<file path="config.mk">
export PLATFORM = sky130hd
export DESIGN_NAME = pdh_hit_decoder
export DESIGN_NICKNAME = d
export VERILOG_FILES = /design/src/rtl/pdh_pkg.sv /design/src/rtl/pdh_rst_sync.sv /design/src/rtl/pdh_classify.sv /design/src/rtl/pdh_pair_pick.sv /design/src/rtl/pdh_resolve.sv /design/src/rtl/pdh_hit_decoder.sv
export SDC_FILE = /design/constraint.sdc
export NUM_CORES = 1
export LEC_CHECK = 0
export BUFFER_PORTS_ARGS = -buffer_cell sky130_fd_sc_hd__buf_2
export CELL_PAD_IN_SITES_DETAIL_PLACEMENT = 2
export CELL_PAD_IN_SITES_GLOBAL_PLACEMENT = 2
export CORE_MARGIN = 2
export CORE_UTILIZATION = 30
export CTS_CLUSTER_DIAMETER = 150
export DETAILED_ROUTE_END_ITERATION = 6
export PLACE_DENSITY = 0.88
export SYNTH_ARGS = -nofsm -noshare
export SYNTH_HDL_FRONTEND = slang
export SYNTH_SLANG_ARGS = --single-unit
</file>
<file path="constraint.sdc">
create_clock -name clk -period 1.09 [get_ports clk]
set_clock_uncertainty 0.15 [all_clocks]
set_input_delay 0.218 -clock clk [delete_from_list [all_inputs] [get_ports clk]]
set_output_delay 0.218 -clock clk [all_outputs]
set_load 0.01 [all_outputs]
</file>
<file path="src/rtl/pdh_pkg.sv">
package pdh_pkg;
  typedef enum logic [1:0] {
    CLS_ZERO = 2'b00,
    CLS_POS  = 2'b01,
    CLS_NEG  = 2'b10
  } cls_e;

  localparam int MASK_W  = 4;
  localparam int PAIR_W  = 2;
  localparam int NUM_CLS = 5;
  localparam int IDX_SUM = 0;
  localparam int IDX_AB  = 1;
  localparam int IDX_CD  = 2;
  localparam int IDX_AL  = 3;
  localparam int IDX_CL  = 4;
endpackage

</file>
<file path="src/rtl/pdh_rst_sync.sv">
module pdh_rst_sync #(
  parameter int STAGES = 2
) (
  input  logic clk,
  input  logic rst_n,
  output logic rst_sync_n
);
  logic [STAGES-1:0] chain_q;

  always_ff @(posedge clk or negedge rst_n) begin
    if (!rst_n) chain_q <= '0;
    else        chain_q <= {chain_q[STAGES-2:0], 1'b1};
  end

  assign rst_sync_n = chain_q[STAGES-1];
endmodule

</file>
<file path="src/rtl/pdh_classify.sv">
module pdh_classify
  import pdh_pkg::*;
#(
  parameter int DATA_W = 8
) (
  input  logic [DATA_W-1:0] value,
  input  logic [DATA_W-2:0] thresh,
  output cls_e              cls
);
  localparam int EXT_W = DATA_W + 1;

  logic signed [EXT_W-1:0] val_ext;
  logic signed [EXT_W-1:0] band_hi;
  logic signed [EXT_W-1:0] band_lo;

  always_comb begin
    val_ext = $signed({value[DATA_W-1], value});
    band_hi = $signed({2'b00, thresh});
    band_lo = -band_hi;
    if (val_ext > band_hi)      cls = CLS_POS;
    else if (val_ext < band_lo) cls = CLS_NEG;
    else                        cls = CLS_ZERO;
  end
endmodule

</file>
<file path="src/rtl/pdh_pair_pick.sv">
module pdh_pair_pick
  import pdh_pkg::*;
(
  input  cls_e              cls,
  output logic [PAIR_W-1:0] pick
);
  always_comb begin
    unique case (cls)
      CLS_POS: pick = 2'b01;
      CLS_NEG: pick = 2'b10;
      default: pick = 2'b00;
    endcase
  end
endmodule

</file>
<file path="src/rtl/pdh_resolve.sv">
module pdh_resolve
  import pdh_pkg::*;
(
  input  cls_e              cls_sum,
  input  cls_e              cls_ab,
  input  cls_e              cls_cd,
  input  cls_e              cls_al,
  input  cls_e              cls_cl,
  input  logic              pair_mode,
  output logic [MASK_W-1:0] mask
);
  cls_e              pair_cls [2];
  logic [PAIR_W-1:0] pair_pick [2];

  assign pair_cls[0] = cls_ab;
  assign pair_cls[1] = cls_cd;

  for (genvar g = 0; g < 2; g++) begin : g_pick
    pdh_pair_pick u_pick (
      .cls  (pair_cls[g]),
      .pick (pair_pick[g])
    );
  end

  logic [MASK_W-1:0] tree_mask;
  logic [MASK_W-1:0] pair_mask;
  logic              both_sides;

  always_comb begin
    both_sides = (|pair_pick[0]) && (|pair_pick[1]);
    unique case (cls_sum)
      CLS_POS: tree_mask = {2'b00, pair_pick[0]};
      CLS_NEG: tree_mask = {pair_pick[1], 2'b00};
      default: tree_mask = both_sides ? {pair_pick[1], pair_pick[0]} : '0;
    endcase
  end

  always_comb begin
    pair_mask[1:0] = (cls_al == CLS_POS) ? pair_pick[0] : 2'b00;
    pair_mask[3:2] = (cls_cl == CLS_POS) ? pair_pick[1] : 2'b00;
  end

  assign mask = pair_mode ? pair_mask : tree_mask;
endmodule

</file>
<file path="src/rtl/pdh_hit_decoder.sv">
module pdh_hit_decoder
  import pdh_pkg::*;
#(
  parameter int DATA_W = 8
) (
  input  logic              clk,
  input  logic              rst_n,
  input  logic              in_valid,
  input  logic              pair_mode,
  input  logic [DATA_W-1:0] sum_diff,
  input  logic [DATA_W-1:0] ab_diff,
  input  logic [DATA_W-1:0] cd_diff,
  input  logic [DATA_W-1:0] a_level,
  input  logic [DATA_W-1:0] c_level,
  input  logic [DATA_W-2:0] thresh,
  output logic              out_valid,
  output logic [3:0]        out_mask
);
  logic rst_sync_n;

  pdh_rst_sync #(.STAGES(2)) u_rst (
    .clk        (clk),
    .rst_n      (rst_n),
    .rst_sync_n (rst_sync_n)
  );

  logic [DATA_W-1:0] cls_in [NUM_CLS];
  cls_e              cls_out [NUM_CLS];

  assign cls_in[IDX_SUM] = sum_diff;
  assign cls_in[IDX_AB]  = ab_diff;
  assign cls_in[IDX_CD]  = cd_diff;
  assign cls_in[IDX_AL]  = a_level;
  assign cls_in[IDX_CL]  = c_level;

  for (genvar g = 0; g < NUM_CLS; g++) begin : g_cls
    pdh_classify #(.DATA_W(DATA_W)) u_cls (
      .value  (cls_in[g]),
      .thresh (thresh),
      .cls    (cls_out[g])
    );
  end

  logic [MASK_W-1:0] dec_mask;

  pdh_resolve u_res (
    .cls_sum   (cls_out[IDX_SUM]),
    .cls_ab    (cls_out[IDX_AB]),
    .cls_cd    (cls_out[IDX_CD]),
    .cls_al    (cls_out[IDX_AL]),
    .cls_cl    (cls_out[IDX_CL]),
    .pair_mode (pair_mode),
    .mask      (dec_mask)
  );

  logic              valid_d, valid_q;
  logic [MASK_W-1:0] mask_d, mask_q;
  logic              mask_en;

  always_comb begin
    mask_en = in_valid;
    valid_d = in_valid;
    mask_d  = mask_en ? dec_mask : mask_q;
  end

  always_ff @(posedge clk or negedge rst_sync_n) begin
    if (!rst_sync_n) begin
      valid_q <= 1'b0;
      mask_q  <= '0;
    end else begin
      valid_q <= valid_d;
      mask_q  <= mask_d;
    end
  end

  assign out_valid = valid_q;
  assign out_mask  = mask_q;
endmodule

</file>
==> implementation parameters <==
Parameter                              Value

Job
  # Max-Cap Violations ... 0

STA
  Worst path setup slack after routing ... -1.80 ns
  Total negative slack for setup checks ... -7.22 ns
  Clock period minus worst slack ... 2.89 ns
  Final Slew Violations ... 0
  Hold violation count in the final report ... 5
  Worst-margin pin slew ... 0.552 ns
  Final count of negative-setup-slack endpoints ... 9
  Maximum clock rate ... 0.346 GHz
  Post-route clock period utilization ... 2.65
  Unrepaired setup endpoints after global routing ... yes
  Tightest slew margin relative to the limit ... 0.631
  Tightest hold margin ... -0.0180 ns

Worst setup path
  Required time of the critical path ... 1.04 ns
  Maximum fanout along the worst path ... 3
  CP Launch Type ... input port
  Launch instance of the worst register-to-register path ... out_mask[3]
  Number of cells on the worst reg-to-reg path ... 3
  FF-to-FF End ... out_mask[3]
  Kind of end point of the critical path ... flip-flop
  Class of the most critical setup path ... in2reg
  Arrival time at the worst endpoint ... 2.84 ns
  Worst R2R Setup Slack ... -0.27 ns

Global route
  Vias in the first global route ... 2737
  First-pass GRT wire length ... 15.1 mm
  GRT Util Overall ... 0.310
  Initial antenna violation count ... 1
  Overflow after GRT ... 0
  Pin count of the biggest net entering global routing ... 8

CTS
  Clock Tree Buf Depth ... 2
  CTS tree ... yes
  Hold buffer count at cts ... 1
  Skew-Pair Late Insertion Delay ... 0.26 ns
  Clock root cell ... sky130_fd_sc_hd__clkbuf_8
  Inserted Clock Buffers ... 3
  Clk slew on worst S/H paths ... 0.05 ns
  Sinks on the clock net ... 7
  Htree depth ... 1

Outcome
  Run status ... finished, violations left
  Failing checks ... negative hold slack, negative setup slack

Die
  Number of placed I/O pins ... 56
  Initial core utilization ... 0.310
  Width of the die ... 82.2 um
  Die ar. ... 6760 um^2
  Placeable core region ... 5920 um^2
  Height of the die ... 82.2 um
  Placement Rows ... 28

Cells and area
  Layout Utilization ... 0.522
  Number of standard cells in the final layout excluding fillers ... 429
  Final #Nets ... 456
  Fraction of layout instances using a drive strength above 1 ... 0.490
  Growth of design area from synthesis to finish ... 68.4%

Detailed routing
  Routed wire length ... 13.3 mm
  DR vias ... 2640
  DRC viols ... 0
  Via-per-instance ratio ... 6.15
  Post-route ant nets ... 0
  Routed wire length per instance ... 31.0 um
  Drt first-iter violations ... 162
  Iteration count of the initial detailed-routing pass ... 4

Yosys
  Count of flip-flops with a built-in enable after synthesis ... 0
  Dominant cells by area after synthesis ... sky130_fd_sc_hd__ha_1, sky130_fd_sc_hd__dfrtp_1, sky130_fd_sc_hd__o21ai_0
  Commonest cells in the synthesized netlist ... sky130_fd_sc_hd__ha_1, sky130_fd_sc_hd__inv_1, sky130_fd_sc_hd__o21ai_0
  Share of Yosys cell area claimed by the top area cell type ... 0.348
  Share of synthesized area occupied by flip-flops and latches ... 0.0954
  Synthesized area per cell ... 8.38 um^2
  Number of instances in the synthesized netlist ... 219
  Cell with the most instances after synthesis ... sky130_fd_sc_hd__ha_1
  Dominant register cell in the synthesized netlist ... sky130_fd_sc_hd__dfrtp_1
  Total nets after synthesis ... 321
  Number of library cell types mapped by synthesis ... 53
  Yosys warning count ... 0
  Synth Cell Area ... 1840 um^2
  Fraction of synthesis flops using an asynchronous set or reset pin ... 1.00
  Flop and latch count out of synthesis ... 7
  Synth area leader ... sky130_fd_sc_hd__ha_1

Place
  Post-place setup slack ... -1.77 ns
  Detailed placer's ending HPWL ... 7.58 mm
  Cell count after placement ... 413
  Number of input and output port buffers inserted ... 55
  Routability cong. ... 0.879

Power and ir drop
  P per Cell Area ... 726 nW/um^2
  Worst vdd ir ... 0.000547 V
  Static Leakage ... 1.52 nW

Min path
  Hold crit path type ... reg2async
## per-layer routing
metal | vias to the layer above | GRT usage | share of wire
li1 | 1121 | - | -
met1 | 1306 | 0.349 | 0.37
met2 | 142 | 0.579 | 0.50
met3 | 71 | 0.0326 | 0.059
met4 | 0 | 0.140 | 0.069
met5 | - | 0 | 0
## what timing repair did
item	in CTS	in global routing
pin swaps	10	12
setup endpoints to repair	9	9
gates cloned	0	0
buffers inserted	2	8
gates resized for setup	26	21
hold endpoints to repair	7	5
## worst max-delay path, cell delays in order
cell,delay (ns)
sky130_fd_sc_hd__buf_8,0.08
sky130_fd_sc_hd__clkinvlp_4,0.12
sky130_fd_sc_hd__ha_4,0.29
sky130_fd_sc_hd__inv_2,0.06
sky130_fd_sc_hd__ha_1,0.28
sky130_fd_sc_hd__nor2b_1,0.17
sky130_fd_sc_hd__o21ai_1,0.11
sky130_fd_sc_hd__a221oi_1,0.51
sky130_fd_sc_hd__nor3_1,0.09
sky130_fd_sc_hd__o211ai_1,0.22
sky130_fd_sc_hd__buf_4,0.17
sky130_fd_sc_hd__a21oi_2,0.06
sky130_fd_sc_hd__o211ai_1,0.29
sky130_fd_sc_hd__nand2_1,0.16
## layout by cell type, fill, tap and decap left out, drive strengths merged, types with 2 or more instances in the layout
cell     count
a211oi       2
a21oi       13
a221oi       2
a22oi        3
a31oi        4
a41oi        3
and4         3
buf        128
clkbuf       5
dfrtp        7
ha          51
inv         17
nand2       12
nand3        6
nand3b       2
nand4        3
nor2        13
nor2b        9
nor3         8
nor4         2
o2111ai      2
o211ai       5
o21a         6
o21ai       16
o31ai        2
or3          4
xnor2        3
## power breakdown
part	total [W]	internal [W]	switching, W	leakage [nW]
Combinational	0.00152	0.000694	0.000822	1.41
Clock	0.000432	0.000258	0.000174	0.0228
Sequential	0.000297	0.000278	0.0000186	0.0895
Total	0.00224	0.00123	0.00101	1.52
## cell type report
cell class | instances | area (um^2)
Antenna cell | 1 | 2.50
Clock buffer | 4 | 45.0
Fill cell | 664 | 2830
Inverter | 18 | 71.3
Multi-Input combinational cell | 194 | 1800
Sequential cell | 7 | 175
Tap cell | 75 | 93.8
Timing Repair Buffer | 130 | 901
## registers in the layout (all words and copies together), names as in the netlist
name / cells
u_rst.chain_q: 2
out_mask: 4
out_valid: 1
## kinds of logic after synthesis
logic type / after synthesis / share of synthesized area
muxes: 2 / 0.0116
buffers and inverters: 18 / 0.0368
other: 1 / 0.00204
and+or+nand+nor: 67 / 0.205
adders and majority gates: 52 / 0.354
DFF: 7 / 0.0954
xor gates and xnor gates: 4 / 0.0191
AOI/OAI and AO/OA: 68 / 0.276
## metrics by stage
stage	total power [W]	cell area [um^2]
detailed placement	0.00144	2740
global route	0.00231	3090
floorplan	0.000822	1890
global placement	0.00133	2740
CTS	0.00191	2910
finish	0.00224	3090
## worst max-delay path by stage
stage               from           to  slack [ns]
2_1_floorplan  thresh[1]  out_mask[1]       -1.37
3_3_place_gp   thresh[0]  out_mask[2]       -1.53
3_5_place_dp   thresh[3]  out_mask[3]       -1.77
4_1_cts        thresh[1]  out_mask[1]       -1.42
5_1_grt        thresh[1]  out_mask[0]       -1.82
6_report       thresh[1]  out_mask[0]       -1.80
(Power assumes the default switching activity.)
